==> config.mk <==
export PLATFORM = sky130hd
export DESIGN_NAME = audtx_wclk_tx
export DESIGN_NICKNAME = d
export VERILOG_FILES = /design/src/rtl/audtx_pkg.sv /design/src/rtl/audtx_field_ctrl.sv /design/src/rtl/audtx_lane.sv /design/src/rtl/audtx_wclk_tx.sv
export SDC_FILE = /design/constraint.sdc
export NUM_CORES = 1
export LEC_CHECK = 0
export ABC_AREA = 0
export BUFFER_PORTS_ARGS = -buffer_cell sky130_fd_sc_hd__buf_2
export CORE_ASPECT_RATIO = 1.25
export CORE_MARGIN = 5
export CORE_UTILIZATION = 62
export DETAILED_ROUTE_END_ITERATION = 8
export PLACE_DENSITY_LB_ADDON = 0.08
export SYNTH_ARGS = -nofsm -noshare
export SYNTH_HDL_FRONTEND = slang
export SYNTH_SLANG_ARGS = --single-unit
export TNS_END_PERCENT = 20
==> constraint.sdc <==
create_clock -name bclk -period 3.3 [get_ports bclk]
set_clock_uncertainty 0.15 [all_clocks]
set_input_delay 0.165 -clock bclk [delete_from_list [all_inputs] [get_ports bclk]]
set_output_delay 0.165 -clock bclk [all_outputs]
set_load 0.02 [all_outputs]
==> src/rtl/audtx_pkg.sv <==
package audtx_pkg;

  // Slots per field; two fields per frame.
  localparam int unsigned FIELD_LEN = 32;

  typedef enum logic {
    CH_LEFT  = 1'b0,
    CH_RIGHT = 1'b1
  } chan_e;

  // Slot that carries the MSB when the word clock is first seen high in slot k.
  function automatic int unsigned msb_slot(input int unsigned k);
    return k + 1;
  endfunction

  // Word-clock slot that places the LSB on the last slot of the field.
  function automatic int unsigned rj_strobe_slot(input int unsigned w);
    return FIELD_LEN - w;
  endfunction

  // True when a word of width w started by a strobe in slot k fits the field.
  function automatic logic word_fits(input int unsigned k, input int unsigned w);
    return (msb_slot(k) + w - 1) <= FIELD_LEN;
  endfunction

endpackage

==> src/rtl/audtx_field_ctrl.sv <==
module audtx_field_ctrl
  import audtx_pkg::*;
#(
  parameter int unsigned FLEN = FIELD_LEN,
  localparam int unsigned SW  = $clog2(FLEN + 1)
) (
  input  logic          bclk,
  input  logic          rst_n,
  input  logic          lrclk,
  input  logic          wck,
  output logic          field_start,
  output logic          frame_start,
  output logic          armed_q,
  output logic          emit,
  output chan_e         chan,
  output logic [SW-1:0] slot_q
);

  logic lr_q;

  // A change of the sampled field select opens a new field.
  assign field_start = lrclk ^ lr_q;
  assign frame_start = field_start & ~lrclk;
  assign chan        = chan_e'(lrclk);

  // Word bits may be driven once the word clock was seen at an earlier edge.
  assign emit = armed_q & ~field_start;

  always_ff @(negedge bclk or negedge rst_n) begin
    if (!rst_n) begin
      lr_q    <= 1'b0;
      armed_q <= 1'b0;
      slot_q  <= '0;
    end else begin
      lr_q <= lrclk;
      if (field_start) begin
        armed_q <= wck;
        slot_q  <= SW'(1);
      end else begin
        armed_q <= armed_q | wck;
        if (slot_q != '0 && slot_q != SW'(FLEN)) begin
          slot_q <= slot_q + SW'(1);
        end
      end
    end
  end

endmodule

==> src/rtl/audtx_lane.sv <==
module audtx_lane #(
  parameter int unsigned WORD_W = 16,
  localparam int unsigned CW    = $clog2(WORD_W + 1)
) (
  input  logic              bclk,
  input  logic              rst_n,
  input  logic              capture,
  input  logic [WORD_W-1:0] din,
  input  logic              advance,
  output logic              bit_o,
  output logic              busy
);

  logic [WORD_W-1:0] sh_q;
  logic [CW-1:0]     left_q;

  assign busy  = (left_q != '0);
  assign bit_o = sh_q[WORD_W-1] & busy;

  always_ff @(negedge bclk or negedge rst_n) begin
    if (!rst_n) begin
      sh_q   <= '0;
      left_q <= '0;
    end else if (capture) begin
      sh_q   <= din;
      left_q <= CW'(WORD_W);
    end else if (advance && busy) begin
      sh_q   <= {sh_q[WORD_W-2:0], 1'b0};
      left_q <= left_q - CW'(1);
    end
  end

endmodule

==> src/rtl/audtx_wclk_tx.sv <==
module audtx_wclk_tx
  import audtx_pkg::*;
#(
  parameter int unsigned WORD_W = 16,
  localparam int unsigned SW    = $clog2(FIELD_LEN + 1)
) (
  input  logic              bclk,
  input  logic              rst_n,
  input  logic              lrclk,
  input  logic              wck,
  input  logic              load,
  input  logic [WORD_W-1:0] left_in,
  input  logic [WORD_W-1:0] right_in,
  output logic              sd
);

  logic              field_start;
  logic              frame_start;
  logic              armed_q;
  logic              emit;
  chan_e             chan;
  logic [SW-1:0]     slot_q;
  logic [WORD_W-1:0] stage_q [2];
  logic [1:0]        lane_bit;
  logic [1:0]        lane_busy;
  logic              word_active;
  logic              sd_d;

  audtx_field_ctrl #(.FLEN(FIELD_LEN)) u_ctrl (
    .bclk        (bclk),
    .rst_n       (rst_n),
    .lrclk       (lrclk),
    .wck         (wck),
    .field_start (field_start),
    .frame_start (frame_start),
    .armed_q     (armed_q),
    .emit        (emit),
    .chan        (chan),
    .slot_q      (slot_q)
  );

  // Staging register written by the load strobe.
  always_ff @(negedge bclk or negedge rst_n) begin
    if (!rst_n) begin
      stage_q[0] <= '0;
      stage_q[1] <= '0;
    end else if (load) begin
      stage_q[0] <= left_in;
      stage_q[1] <= right_in;
    end
  end

  for (genvar ch = 0; ch < 2; ch++) begin : g_lane
    localparam chan_e MY_CH = (ch == 0) ? CH_LEFT : CH_RIGHT;
    audtx_lane #(.WORD_W(WORD_W)) u_lane (
      .bclk    (bclk),
      .rst_n   (rst_n),
      .capture (frame_start),
      .din     (stage_q[ch]),
      .advance (emit && (chan == MY_CH)),
      .bit_o   (lane_bit[ch]),
      .busy    (lane_busy[ch])
    );
  end

  assign word_active = emit & lane_busy[chan];

  always_comb begin
    sd_d = 1'b0;
    if (!field_start && emit) begin
      sd_d = lane_bit[chan];
    end
  end

  always_ff @(negedge bclk or negedge rst_n) begin
    if (!rst_n) begin
      sd <= 1'b0;
    end else begin
      sd <= sd_d;
    end
  end

endmodule

==> impl_metrics.ini, run 1 <==
[run_status]
run_status = finished, final reports clean

[die]
initial_utilization_pct = 63.7
placementRows = 30
die_width_um = 76.9
core_um2 = 5440
die_y_um = 93.6
num_io_pins = 38
floorplan.die_area_um2 = 7200

[clock_network]
cts_setup_buffers = 0
clk_root_buffer_cell = sky130_fd_sc_hd__clkbuf_8
hold_buffers = 0
cts_num_sinks = 77
clk-insertion-delay-late_ns = 0.34
cts-buffers-inserted = 9
post_cts_resized = 0
clk_pin_slew_worst_paths_ns = 0.05
max-clock-path-buffers = 2
cts_max_level = 3
tritoncts = built

[routing]
route.top_layer_used = met4
route.detailed.wl_per_inst_um = 16.0
drtIter0Drc = 142
avgViaCountPerCell = 6.06
detail-route-antenna-nets = 0
first_pass_iters = 4
drc_violations_left = 0
route.met3.wl_um = 272
wl_met2_um = 3490
wl_final_um = 6600
detailroute.via_count = 2504
wirelength_met1_um = 2730

[power_and_ir_drop]
power.density_cell_area_nw_per_um2 = 674
power.static_leakage_uw = 0.00170
post-layout-total-power_uw = 2720
worst_ir_drop_vdd_mv = 0.479

[setup_path]
path_buf_inv = 2
cp.required_ns = 1.83
timing.critical_path.cells = buf_2, inv_1, ha_2, and3b_1, a21oi_1, a211oi_1
worst_path_dominant_cell_family = simple AND/OR/NAND/NOR gates
critical_path_peak_fanout = 17
critPathKind = input pin to flop
cp-end-kind = flop
critical_path_arrival_ns = 1.58
critical_path.max_stage_delay_ns = 0.57
critical_path.startpoint_type = input pin
crit_path_top_delay_cell = sky130_fd_sc_hd__and3b_1

[finish]
nNetsFinal = 384
post_route_cells_drive_above_1_share_pct = 28.9
diodes = 0
final_cell_mix = sky130_fd_sc_hd__dfrtn_1 (77), sky130_fd_sc_hd__o21ai_0 (39), sky130_fd_sc_hd__a21oi_1 (38)
mostFrequentLayoutCell = sky130_fd_sc_hd__dfrtn_1
areaGrowthSynthToFinish_pct = 16.2
fillerInstances = 377
finish.utilization_pct = 74.0
final-instance-count-excl-fill = 413

[placement]
gp_congestion = 0.787
numPlacedInstances = 397
dpl.hpwl_um = 4110
dp_slack_ns = -0.102
port_buffers = 37

[timing]
rsz_0062_raised_after_global_routing = false
worst_slew_pin_slew_ns = 0.878
final_max_slew_viol_count = 0
layout_setup_ws_ns = 0.248
tns_ns = 0
setup_viol = 0
maxSlewHeadroom_pct = 41.3
report.final.hold_viol_count = 0

[hold_path]
classification_of_the_worst_slack_hold_path = flop to flop

[job]
maxCapViolCount = 0

[grt]
grt_pass1_vias = 2609
grt_start_max_net_pins = 78
grt_antenna_before_repair = 0
grt_first_pass_wirelength_um = 11500
gr-total-overflow = 0
grt_usage_pct = 19.8

[synthesis]
async_reset_ff_share_pct = 100
netlist_instances = 313
synth.net_count = 353
synth_seq_cells = 77
synthesis.area_per_instance_um2 = 11.1
synth.distinct_cells = 32
synth_edf_count = 0
yosysWarnings = 0
synthFlopType = sky130_fd_sc_hd__dfrtn_1
synth_area_um2 = 3470
ys_seq_area_share_pct = 55.6
[power breakdown]
part	leakage [uW]	internal [uW]	switching (uW)
combinational	0.000660	210	255
sequential	0.000902	1130	103
clock	0.000143	676	344
[final timing paths]
| check | from | endpoint | slack (ns) | cells after the start |
|---|---|---|---|---|
| worst max-delay path | lrclk | g_lane[0].u_lane.left_q[1]$_DFFE_NN0P_ | 0.25 | 6 |
| worst min-delay path | stage_q[18]$_DFFE_NN0P_ | stage_q[18]$_DFFE_NN0P_ | 0.30 | 1 |
| worst max register to register | g_lane[1].u_lane.left_q[0]$_DFFE_NN0P_ | g_lane[1].u_lane.sh_q[4]$_DFFE_NN0P_ | 1.21 | 5 |
| worst min register to register | stage_q[18]$_DFFE_NN0P_ | stage_q[18]$_DFFE_NN0P_ | 0.30 | 1 |
| max in group asynchronous | rst_n | g_lane[0].u_lane.sh_q[0]$_DFFE_NN0P_ | 1.43 | 2 |
| min in group asynchronous | rst_n | stage_q[28]$_DFFE_NN0P_ | 1.23 | 2 |
[cell usage after synthesis, types with 2 or more instances]
cell type                  count  area [um2]
sky130_fd_sc_hd__nand2_1       2        7.51
sky130_fd_sc_hd__nor4b_1       2        17.5
sky130_fd_sc_hd__mux2_2       32         360
sky130_fd_sc_hd__or4b_1        2        20.0
sky130_fd_sc_hd__buf_2         3        15.0
sky130_fd_sc_hd__nand2b_1      2        12.5
sky130_fd_sc_hd__a21oi_1      38         190
sky130_fd_sc_hd__clkbuf_1     14        52.6
sky130_fd_sc_hd__nor2b_1      30         188
sky130_fd_sc_hd__buf_1         5        18.8
sky130_fd_sc_hd__clkbuf_2      2        10.0
sky130_fd_sc_hd__or3_1         2        12.5
sky130_fd_sc_hd__o31ai_1       2        15.0
sky130_fd_sc_hd__or4_1         3        22.5
sky130_fd_sc_hd__inv_1         7        26.3
sky130_fd_sc_hd__buf_6         2        22.5
sky130_fd_sc_hd__ha_1          3        37.5
sky130_fd_sc_hd__o41ai_1       2        17.5
sky130_fd_sc_hd__o21ai_0      39         195
sky130_fd_sc_hd__dfrtn_1      77        1930
sky130_fd_sc_hd__buf_8         2        30.0
sky130_fd_sc_hd__a31oi_1      30         188
sky130_fd_sc_hd__nand3_1       3        15.0
[sequential cells by signal (all words and copies together), names as in the netlist]
register / count
g_lane.u_lane.left_q: 10
g_lane.u_lane.sh_q: 32
sd: 1
stage_q: 32
u_ctrl.armed_q: 1
u_ctrl.lr_q: 1
[cells by family (layout without fill, tap and decap cells)]
| kind of cell | after synthesis | in the layout | synth area share [%] |
|---|---|---|---|
| AO/OA/AOI/OAI | 114 | 114 | 18.2 |
| AND/OR/NAND/NOR | 52 | 52 | 9.74 |
| adder cells (fa/ha/maj) | 3 | 3 | 1.08 |
| buffers and inverters | 35 | 71 | 5.05 |
| flip-flops | 77 | 77 | 55.6 |
| multiplexers | 32 | 32 | 10.4 |
[per-stage QoR]
step | cell area (um2) | hold slack [ns]
finish | 4030 | 0.302
CTS | 4030 | 0.307
floorplan | 3470 | 0.260
detailed placement | 3730 | 0.304
global route | 4030 | 0.321
global placement | 3730 | 0.284
[routing by layer]
metal | global-route usage, % | vias up
li1 | - | 1196
met1 | 22.7 | 1246
met2 | 35.6 | 51
met3 | 3.56 | 11
met4 | 9.04 | 0
met5 | 0 | -
[final cells by class]
class	count	area, um2	share of cell area, %
clock inverter	6	158	3.91
inverter	7	26.3	0.652
sequential	77	1930	47.8
timing repair buffer	48	320	7.95
clock buffer	10	138	3.42
multi-input combinational	201	1380	34.3
tap	64	80.1	1.99
No activity file was read; power rests on OpenSTA's default activity.
==> run 2, diff against run 1 <==
--- a/config.mk
+++ b/config.mk
@@ -11,6 +11,7 @@
 export CORE_MARGIN = 5
 export CORE_UTILIZATION = 62
 export DETAILED_ROUTE_END_ITERATION = 8
+export GPL_TIMING_DRIVEN = 0
 export PLACE_DENSITY_LB_ADDON = 0.08
 export SYNTH_ARGS = -nofsm -noshare
 export SYNTH_HDL_FRONTEND = slang
==> run 2 against run 1 <==
Cell count is 3.9% higher; routed wire length is 8.8% higher; clock-buffer cell count stayed put; via count is 4.1% higher; non-clock buffer count is 16 higher; hold slack worse by 0.0036 ns; die area stayed put; clock power is 15% lower; setup slack worse by 0.12 ns; combinational power is 6.2% higher; sequential share of layout area is 0.28 points higher; highest routed layer unchanged.
==> impl_metrics.ini, run 2 (synthesis gave the netlist of run 1 again) <==
[run_status]
run_status = finished, final reports clean

[grt]
grt_usage_pct = 21.3
grt_antenna_before_repair = 0
grt_pass1_vias = 2689
grt_start_max_net_pins = 50
gr-total-overflow = 0
grt_first_pass_wirelength_um = 12300

[routing]
first_pass_iters = 4
route.detailed.wl_per_inst_um = 16.7
drc_violations_left = 0
detailroute.via_count = 2607
avgViaCountPerCell = 6.08
detail-route-antenna-nets = 0
drtIter0Drc = 169
wl_final_um = 7180

[power_and_ir_drop]
power.static_leakage_uw = 0.00169
worst_ir_drop_vdd_mv = 0.559
power.density_cell_area_nw_per_um2 = 646
post-layout-total-power_uw = 2590

[finish]
post_route_cells_drive_above_1_share_pct = 26.6
diodes = 0
final-instance-count-excl-fill = 429
mostFrequentLayoutCell = sky130_fd_sc_hd__dfrtn_1
final_cell_mix = sky130_fd_sc_hd__dfrtn_1 (77), sky130_fd_sc_hd__o21ai_0 (39), sky130_fd_sc_hd__a21oi_1 (38)
fillerInstances = 396
largestRegisters = g_lane.u_lane.sh_q x32, stage_q x32, g_lane.u_lane.left_q x10
nNetsFinal = 400
areaGrowthSynthToFinish_pct = 15.5
final_area_um2 = 4010

[setup_path]
crit-reg2reg-launch = g_lane[0].u_lane.left_q[0]$_DFFE_NN0P_
setup.reg_to_reg.worst_slack_ns = 1.34
critPathKind = input pin to flop
r2r_cells = 6
critical_path_peak_fanout = 10
critical_path_arrival_ns = 1.55
r2r_end = sd$_DFF_NN0_
cp.required_ns = 1.68
cp-end-kind = flop
critical_path.startpoint_type = input pin

[clock_network]
cts_num_sinks = 77
clk_pin_slew_worst_paths_ns = 0.05
cts_max_level = 3
tritoncts = built
cts_setup_buffers = 0
cts-buffers-inserted = 9
clk-insertion-delay-late_ns = 0.33
max-clock-path-buffers = 2
clk_root_buffer_cell = sky130_fd_sc_hd__clkbuf_8

[timing]
setup_viol = 0
report.final.hold_viol_count = 0
final_max_slew_viol_count = 0
layout_setup_ws_ns = 0.128
maxSlewHeadroom_pct = 60.1
rsz_0062_raised_after_global_routing = true
worst_slew_pin_slew_ns = 0.599

[die]
die_width_um = 76.9
placementRows = 30
die_y_um = 93.6
initial_utilization_pct = 63.7
floorplan.die_area_um2 = 7200
num_io_pins = 38
core_um2 = 5440

[placement]
dpl.hpwl_um = 4970
dp_slack_ns = -0.270
port_buffers = 36
gp_congestion = 0.795
numPlacedInstances = 414
placement.cell_area_um2 = 3760

[hold_path]
holdCritStartpoint = g_lane[0].u_lane.sh_q[15]$_DFFE_NN0P_
hold_endpoint = sd$_DFF_NN0_
instance_count_along_the_most_critical_hold_path = 1
classification_of_the_worst_slack_hold_path = flop to flop

[job]
maxCapViolCount = 0
[run 2: cell types whose count changed in the layout (fill, tap and decap cells not counted), moves of 3 or more]
cell | before | now
sky130_fd_sc_hd__buf_1 | 0 | 4
sky130_fd_sc_hd__buf_4 | 8 | 2
sky130_fd_sc_hd__clkbuf_1 | 0 | 13
sky130_fd_sc_hd__buf_12 | 4 | 0
sky130_fd_sc_hd__clkbuf_2 | 0 | 3
[run 2: per-stage QoR]
step                hold slack [ns]  utilization (%)  setup TNS (ns)
finish                        0.299             73.6               0
global route                  0.315             73.6         -0.0298
CTS                           0.303             73.6               0
detailed placement            0.300             69.1           -6.53
global placement              0.293             68.5          -17.61
floorplan                     0.260                -               0
[run 2: critical path: stages]
cell and delay [ns]:
sky130_fd_sc_hd__buf_2 0.12, sky130_fd_sc_hd__inv_1 0.05, sky130_fd_sc_hd__ha_1 0.34, sky130_fd_sc_hd__nand3b_1 0.19
sky130_fd_sc_hd__clkbuf_1 0.36, sky130_fd_sc_hd__nor2_1 0.11, sky130_fd_sc_hd__a32o_1 0.22
[run 2: power breakdown]
group          internal [uW]  total [uW]  switching, uW
Combinational            225         494            269
Clock                    521         865            344
Sequential              1130        1230           99.2
[run 2: timing repair]
action | 4_1_cts | 5_1_grt
hold buffers | 0 | 0
resized for setup | 0 | 3
setup endpoints to repair | 0 | 12
[run 2: how the worst max path moves through the flow]
stage               startpoint                                   end  slack [ns]  cells after the start
global placement         lrclk  g_lane[1].u_lane.sh_q[1]$_DFFE_NN0P_       -0.27                      8
finish                   lrclk                          sd$_DFF_NN0_        0.13                      7
floorplan                lrclk                          sd$_DFF_NN0_        0.07                      6
detailed placement       lrclk  g_lane[1].u_lane.sh_q[1]$_DFFE_NN0P_       -0.27                      8
global route             lrclk  g_lane[1].u_lane.sh_q[0]$_DFFE_NN0P_       -0.03                      6
CTS                      lrclk  g_lane[1].u_lane.sh_q[1]$_DFFE_NN0P_        0.06                      8
[run 2: layout make-up]
type / count / area [um2] / share of cell area, %
Clock inverter: 6 / 110 / 2.75
Inverter: 7 / 26.3 / 0.656
Clock buffer: 10 / 138 / 3.44
Multi-Input combinational cell: 201 / 1370 / 34.1
Buffer: 27 / 149 / 3.72
Tap cell: 64 / 80.1 / 2.00
Sequential cell: 77 / 1930 / 48.1
Timing Repair Buffer: 37 / 210 / 5.25
[run 2: metal layers]
metal / GRT usage, % / vias to the layer above / wire length (um)
li1: - / 1229 / -
met1: 25.5 / 1307 / 2950
met2: 37.3 / 59 / 3780
met3: 3.28 / 12 / 329
met4: 10.2 / 0 / 123
met5: 0 / - / 0
